`config.mk`:
```
export PLATFORM = sky130hd
export DESIGN_NAME = sram_lane_ctrl
export DESIGN_NICKNAME = d
export VERILOG_FILES = /design/src/rtl/sram_lane_pkg.sv /design/src/rtl/sram_lane_seq.sv /design/src/rtl/sram_lane_dp.sv /design/src/rtl/sram_lane_ctrl.sv
export SDC_FILE = /design/constraint.sdc
export NUM_CORES = 1
export LEC_CHECK = 0
export ABC_AREA = 1
export BUFFER_PORTS_ARGS = -buffer_cell sky130_fd_sc_hd__buf_2
export CAP_MARGIN = 20
export CORE_MARGIN = 2
export CORE_UTILIZATION = 30
export CTS_BUF_LIST = sky130_fd_sc_hd__clkbuf_16
export CTS_CLUSTER_DIAMETER = 60
export DETAILED_ROUTE_END_ITERATION = 10
export PLACE_DENSITY = 0.64
export SYNTH_ARGS = -nofsm -noshare
export SYNTH_HDL_FRONTEND = slang
export SYNTH_SLANG_ARGS = --single-unit
```
`constraint.sdc`:
```
create_clock -name clk -period 3.45 [get_ports clk]
set_clock_uncertainty 0.2 [all_clocks]
set_input_delay 0.8625 -clock clk [delete_from_list [all_inputs] [get_ports clk]]
set_output_delay 0.8625 -clock clk [all_outputs]
set_load 0.02 [all_outputs]
```
`src/rtl/sram_lane_pkg.sv`:
```
package sram_lane_pkg;

  // strobes from sequencer to datapath
  typedef struct packed {
    logic load;     // take a new request into the holding registers
    logic capture;  // sample the bus into the read register
    logic respond;  // raise the read valid strobe next cycle
    logic ceAct;    // chip enables active for the masked lanes
    logic weAct;    // write enable active
    logic oeAct;    // output enable active
    logic drive;    // controller drives the data bus
  } ctlStrobes_t;

  function automatic int ceilDiv(input int num, input int den);
    return (num + den - 1) / den;
  endfunction

  function automatic int maxOf(input int a, input int b);
    return (a > b) ? a : b;
  endfunction

endpackage

```
`src/rtl/sram_lane_seq.sv`:
```
module sram_lane_seq
  import sram_lane_pkg::*;
#(
  parameter int MASK_W   = 2,
  parameter int CLK_NS   = 5,
  parameter int T_WP_NS  = 55,
  parameter int T_DS_NS  = 30,
  parameter int T_WC_NS  = 70,
  parameter int T_WR_NS  = 15,
  parameter int T_RC_NS  = 70,
  parameter int T_ACC_NS = 70,
  parameter int T_CO_NS  = 70,
  parameter int T_OE_NS  = 35,
  parameter int T_OD_NS  = 25
) (
  input  logic              clk,
  input  logic              rstN,
  input  logic              reqValid,
  input  logic              reqWrite,
  input  logic [MASK_W-1:0] reqMask,
  output logic              reqReady,
  output ctlStrobes_t       ctl
);

  localparam int WP_CYC  = ceilDiv(maxOf(T_WP_NS, T_DS_NS), CLK_NS);
  localparam int REC_CYC = maxOf(ceilDiv(T_WR_NS, CLK_NS),
                                 ceilDiv(T_WC_NS, CLK_NS) - 1 - WP_CYC);
  localparam int ACC_CYC = ceilDiv(maxOf(maxOf(T_RC_NS, T_ACC_NS),
                                         maxOf(T_CO_NS, T_OE_NS)), CLK_NS);
  localparam int HIZ_CYC = maxOf(ceilDiv(T_OD_NS, CLK_NS), 1);
  localparam int CNT_MAX = maxOf(maxOf(WP_CYC, REC_CYC), maxOf(ACC_CYC, HIZ_CYC));
  localparam int CNT_W   = $clog2(CNT_MAX + 1);

  typedef enum logic [2:0] {
    S_IDLE, S_WSET, S_WPUL, S_WREC, S_RACC, S_RHIZ, S_ZERO
  } seqState_t;

  seqState_t         stateQ;
  logic [CNT_W-1:0]  cntQ;
  logic              zeroReadQ;
  logic              cntDone;

  assign cntDone  = (cntQ == '0);
  assign reqReady = (stateQ == S_IDLE);

  always_ff @(posedge clk) begin
    if (!rstN) begin
      stateQ    <= S_IDLE;
      cntQ      <= '0;
      zeroReadQ <= 1'b0;
    end else begin
      unique case (stateQ)
        S_IDLE: if (reqValid) begin
          if (reqMask == '0) begin
            stateQ    <= S_ZERO;
            zeroReadQ <= !reqWrite;
          end else if (reqWrite) begin
            stateQ <= S_WSET;
          end else begin
            stateQ <= S_RACC;
            cntQ   <= CNT_W'(ACC_CYC - 1);
          end
        end
        S_WSET: begin
          stateQ <= S_WPUL;
          cntQ   <= CNT_W'(WP_CYC - 1);
        end
        S_WPUL: if (cntDone) begin
          stateQ <= S_WREC;
          cntQ   <= CNT_W'(REC_CYC - 1);
        end else cntQ <= cntQ - 1'b1;
        S_WREC: if (cntDone) stateQ <= S_IDLE;
                else cntQ <= cntQ - 1'b1;
        S_RACC: if (cntDone) begin
          stateQ <= S_RHIZ;
          cntQ   <= CNT_W'(HIZ_CYC - 1);
        end else cntQ <= cntQ - 1'b1;
        S_RHIZ: if (cntDone) stateQ <= S_IDLE;
                else cntQ <= cntQ - 1'b1;
        S_ZERO: stateQ <= S_IDLE;
        default: stateQ <= S_IDLE;
      endcase
    end
  end

  always_comb begin
    ctl         = '0;
    ctl.load    = (stateQ == S_IDLE) && reqValid;
    ctl.capture = ((stateQ == S_RACC) && cntDone) || ((stateQ == S_ZERO) && zeroReadQ);
    ctl.respond = ctl.capture;
    ctl.ceAct   = (stateQ == S_WPUL) || (stateQ == S_RACC);
    ctl.weAct   = (stateQ == S_WPUL);
    ctl.oeAct   = (stateQ == S_RACC);
    ctl.drive   = (stateQ == S_WSET) || (stateQ == S_WPUL) ||
                  ((stateQ == S_WREC) && (cntQ == CNT_W'(REC_CYC - 1)));
  end


  zero_mask_no_ce_chk: assert property (@(posedge clk) disable iff (!rstN)
    (reqValid && reqReady && reqMask == '0) |=> !ctl.ceAct);


  write_end_hold_chk: assert property (@(posedge clk) disable iff (!rstN)
    ($past(ctl.weAct) && !ctl.weAct) |-> (!ctl.ceAct && ctl.drive));


  busy_after_accept_chk: assert property (@(posedge clk) disable iff (!rstN)
    (reqValid && reqReady) |=> !reqReady);

endmodule

```
`src/rtl/sram_lane_dp.sv`:
```
module sram_lane_dp
  import sram_lane_pkg::*;
#(
  parameter int ADDR_W = 17,
  parameter int LANE_W = 8,
  parameter int MASK_W = 2
) (
  input  logic                       clk,
  input  logic                       rstN,
  input  ctlStrobes_t                ctl,
  input  logic [ADDR_W-1:0]          reqAddr,
  input  logic [MASK_W*LANE_W-1:0]   reqWdata,
  input  logic [MASK_W-1:0]          reqMask,
  input  logic [MASK_W*LANE_W-1:0]   memDqIn,
  output logic [ADDR_W-1:0]          memAddr,
  output logic                       memCeUN,
  output logic                       memCeLN,
  output logic                       memWeN,
  output logic                       memOeN,
  output logic [MASK_W*LANE_W-1:0]   memDqOut,
  output logic                       memDqOe,
  output logic                       rspValid,
  output logic [MASK_W*LANE_W-1:0]   rspData
);

  localparam int DATA_W = MASK_W * LANE_W;

  logic [ADDR_W-1:0] addrQ;
  logic [DATA_W-1:0] wdataQ, rdataQ, laneBits;
  logic [MASK_W-1:0] maskQ;
  logic              rspValidQ;

  for (genvar g = 0; g < MASK_W; g++) begin : g_lane
    assign laneBits[g*LANE_W +: LANE_W] = {LANE_W{maskQ[g]}};
  end

  always_ff @(posedge clk) begin
    if (!rstN) begin
      addrQ     <= '0;
      wdataQ    <= '0;
      maskQ     <= '0;
      rdataQ    <= '0;
      rspValidQ <= 1'b0;
    end else begin
      if (ctl.load) begin
        addrQ  <= reqAddr;
        wdataQ <= reqWdata;
        maskQ  <= reqMask;
      end
      if (ctl.capture) rdataQ <= memDqIn & laneBits;
      rspValidQ <= ctl.respond;
    end
  end

  assign memAddr  = addrQ;
  assign memCeUN  = !(ctl.ceAct && maskQ[MASK_W-1]);
  assign memCeLN  = !(ctl.ceAct && maskQ[0]);
  assign memWeN   = !ctl.weAct;
  assign memOeN   = !ctl.oeAct;
  assign memDqOut = wdataQ;
  assign memDqOe  = ctl.drive;
  assign rspValid = rspValidQ;
  assign rspData  = rdataQ;


  oe_high_in_write_chk: assert property (@(posedge clk) disable iff (!rstN)
    (!memWeN || memDqOe) |-> memOeN);


  drive_after_oe_chk: assert property (@(posedge clk) disable iff (!rstN)
    memDqOe |-> (memOeN && $past(memOeN)));


  oe_after_release_chk: assert property (@(posedge clk) disable iff (!rstN)
    !memOeN |-> !$past(memDqOe));


  addr_steady_chk: assert property (@(posedge clk) disable iff (!rstN)
    ((!memCeUN || !memCeLN) && $past(!memCeUN || !memCeLN)) |-> $stable(memAddr));


  rsp_single_chk: assert property (@(posedge clk) disable iff (!rstN)
    rspValid |=> !rspValid);

endmodule

```
`src/rtl/sram_lane_ctrl.sv`:
```
module sram_lane_ctrl
  import sram_lane_pkg::*;
#(
  parameter int ADDR_W   = 17,
  parameter int LANE_W   = 8,
  parameter int CLK_NS   = 5,
  parameter int T_WP_NS  = 55,
  parameter int T_DS_NS  = 30,
  parameter int T_WC_NS  = 70,
  parameter int T_WR_NS  = 15,
  parameter int T_RC_NS  = 70,
  parameter int T_ACC_NS = 70,
  parameter int T_CO_NS  = 70,
  parameter int T_OE_NS  = 35,
  parameter int T_OD_NS  = 25
) (
  input  logic                clk,
  input  logic                rstN,
  input  logic                reqValid,
  output logic                reqReady,
  input  logic                reqWrite,
  input  logic [ADDR_W-1:0]   reqAddr,
  input  logic [2*LANE_W-1:0] reqWdata,
  input  logic [1:0]          reqMask,
  output logic                rspValid,
  output logic [2*LANE_W-1:0] rspData,
  output logic [ADDR_W-1:0]   memAddr,
  output logic                memCeUN,
  output logic                memCeLN,
  output logic                memWeN,
  output logic                memOeN,
  output logic [2*LANE_W-1:0] memDqOut,
  output logic                memDqOe,
  input  logic [2*LANE_W-1:0] memDqIn
);

  localparam int MASK_W = 2;

  ctlStrobes_t ctl;

  sram_lane_seq #(
    .MASK_W(MASK_W), .CLK_NS(CLK_NS), .T_WP_NS(T_WP_NS), .T_DS_NS(T_DS_NS),
    .T_WC_NS(T_WC_NS), .T_WR_NS(T_WR_NS), .T_RC_NS(T_RC_NS),
    .T_ACC_NS(T_ACC_NS), .T_CO_NS(T_CO_NS), .T_OE_NS(T_OE_NS), .T_OD_NS(T_OD_NS)
  ) i_seq (
    .clk(clk), .rstN(rstN), .reqValid(reqValid), .reqWrite(reqWrite),
    .reqMask(reqMask), .reqReady(reqReady), .ctl(ctl)
  );

  sram_lane_dp #(.ADDR_W(ADDR_W), .LANE_W(LANE_W), .MASK_W(MASK_W)) i_dp (
    .clk(clk), .rstN(rstN), .ctl(ctl), .reqAddr(reqAddr), .reqWdata(reqWdata),
    .reqMask(reqMask), .memDqIn(memDqIn), .memAddr(memAddr), .memCeUN(memCeUN),
    .memCeLN(memCeLN), .memWeN(memWeN), .memOeN(memOeN), .memDqOut(memDqOut),
    .memDqOe(memDqOe), .rspValid(rspValid), .rspData(rspData)
  );

endmodule

```
==> results.json <==
{
  "status": "complete, no violations",
  "coreArea_um2": 8680,
  "crit_type": "reg -> out",
  "fmax_mhz": 373,
  "ys_seq_area_share_pct": 45.1,
  "fin_crit_ps": 2680,
  "slew_headroom_pct": 52.5,
  "dieArea_um2": 9650,
  "yosysMostFrequentCell": "nand2_1",
  "synthArstFlopShare_pct": 0,
  "routed_via_density": 4.69,
  "hp-class": "reg -> reg",
  "cts_hold_buf": 0,
  "antenna_found_initial": 0,
  "synth_top_area_cell": "dfxtp_1",
  "wl_per_cell_um": 12.1,
  "gr-usage-all-layers_pct": 14.7,
  "synth_nets": 398,
  "synthFlopType": "dfxtp_1",
  "syn_inst": 340,
  "nNetsFinal": 501,
  "synth_edf_count": 0,
  "clock-root-buffer": "clkbuf_16",
  "synth_common_cells": "81 x nand2_1, 60 x dfxtp_1, 55 x nand3_1",
  "overflow": 0,
  "drv_slew": 0,
  "r2r_cells": 6,
  "yosysUniqueCellTypes": 27,
  "grt_pass1_vias": 2594,
  "hold_viol_final": 0,
  "total_power_mw": 2.88,
  "detail_route.first_pass.iterations": 4,
  "cts_tree": "built",
  "diodes": 0,
  "syn_area_um2": 2660,
  "cp.required_ps": 2390,
  "critical_path.max_fanout": 37,
  "routed_wl_mm": 6.73,
  "gp_congestion": 0.887,
  "period_share_pct": 77.6,
  "critPathArrivalTime_ps": 1620,
  "yosysWarnings": 0,
  "clock_latency_ps": 320,
  "die_w_um": 98.2,
  "tightestPinTransition_ps": 712,
  "cts_resized": 0,
  "fin_tns_setup_ps": 0,
  "ys_seq_elements": 60,
  "rr_startpoint": "i_seq.stateQ[2]$_SDFFE_PN0P_",
  "die_h_um": 98.2,
  "numCtsBuffers": 9,
  "start_kind": "register",
  "cts_htree_levels": 3,
  "cts_setup_buffers": 0,
  "p_leak_nw": 1.64,
  "boundaryPins": 111,
  "initial_utilization_pct": 30.7,
  "drt.antenna.violating_nets": 0,
  "hpwl_mm": 4.80,
  "cts_sinks": 60,
  "avgSynthCellArea_um2": 7.83,
  "setup_viol": 0,
  "rows": 34,
  "route.vias.total": 2608,
  "port_buffers": 110,
  "startpoint": "i_seq.stateQ[2]$_SDFFE_PN0P_",
  "power_density_nw_per_um2": 811,
  "worstSetupEndpointType": "primary output",
  "maxCapViolations": 0,
  "clk_pin_slew_ps": 50,
  "area_growth_pct": 33.4,
  "drive_gt1_share_pct": 36.4,
  "drc": 0,
  "synth_top_cell_area_share_pct": 45.1,
  "peakVddDrop_v": 0.000306,
  "holdPathStages": 2,
  "grt_max_degree": 40,
  "holdCritStartpoint": "i_dp.rspData[5]$_SDFFE_PN0P_",
  "synthTopCellsByArea": "dfxtp_1 45%, nand2_1 11%, nand3_1 10%, a21oi_1 7.3%, nand3_2 3.8%",
  "cts_max_path_buffers": 2,
  "grt_pass1_wl_mm": 11.6,
  "drtIter0Drc": 140,
  "rsz0062_at_grt": "false"
}
placed cells by master, fill, tap and decap left out, types with 2 or more instances in the layout:
cell        count
buf_2         110
clkinv_1        3
nor2_2          2
o21ai_1         3
nand2_2         3
inv_4           2
nand3_2        10
bufinv_16       2
o21ai_2        10
inv_1          11
a21oi_1        39
nand2_1        81
ha_1            3
clkbuf_16       9
nor2_1         16
clkinvlp_4      2
nand3_1        55
o21ai_0        10
xor2_1          2
buf_4           2
dfxtp_1        60
inv_2           3
nand2_4         5
metrics by stage:
stage / setup slack [ps] / hold slack [ps] / util [%] / cells / area, um2
floorplan: 1260 / 283 / - / 340 / 2660
global placement: 1080 / 238 / 37.3 / 540 / 3240
detailed placement: 1050 / 244 / 37.3 / 540 / 3240
CTS: 763 / 252 / 40.9 / 556 / 3550
global route: 661 / 272 / 40.9 / 556 / 3550
finish: 771 / 245 / 40.9 / 556 / 3550
worst max-delay path: stages, from the launching register on:
cell     delay [ps]
dfxtp_1         370
nor2_2          270
nand2_4         110
inv_4           300
buf_2           240
final cells by class:
cell class | count | area, um2
Clock buffer | 9 | 225
Clock inverter | 7 | 91.3
Fill cell | 926 | 5130
Inverter | 18 | 77.6
Multi-Input combinational cell | 242 | 1260
Sequential cell | 60 | 1200
Tap cell | 108 | 135
Timing Repair Buffer | 112 | 566
flip-flops by register name, summed over array words and instances, names as in the netlist:
signal / count
i_dp.memAddr: 17
i_seq.stateQ: 3
i_dp.rspData: 16
i_seq.cntQ: 4
i_seq.zeroReadQ: 1
i_dp.memDqOut: 16
i_dp.maskQ: 2
i_dp.rspValid: 1
metal layers:
layer,vias to the layer above,GRT usage [%],routed length (um)
met4,0,6.53,144
li1,1342,-,-
met2,86,23.7,3120
met5,-,0,0
met3,13,4.44,455
met1,1167,18.0,3020
power breakdown:
part	internal [mW]	switching (mW)	total [mW]
clock network	0.627	0.307	0.934
registers	0.811	0.0899	0.901
logic	0.327	0.720	1.05
kinds of logic after synthesis:
kind of cell,after synthesis,share of synthesized area [%]
simple gates,173,31.5
compound gates,64,13.6
flops,60,45.1
buf+inv,38,7.71
fa+ha+maj,3,1.41
xor+xnor,2,0.658
final timing paths:
kind / endpoint / slack (ps)
max: reqReady / 770
min: i_dp.rspData[5]$_SDFFE_PN0P_ / 250
max reg2reg: i_dp.memDqOut[3]$_SDFFE_PN0P_ / 1510
min reg2reg: i_dp.rspData[5]$_SDFFE_PN0P_ / 250
Power figures use the tool's default switching activity.
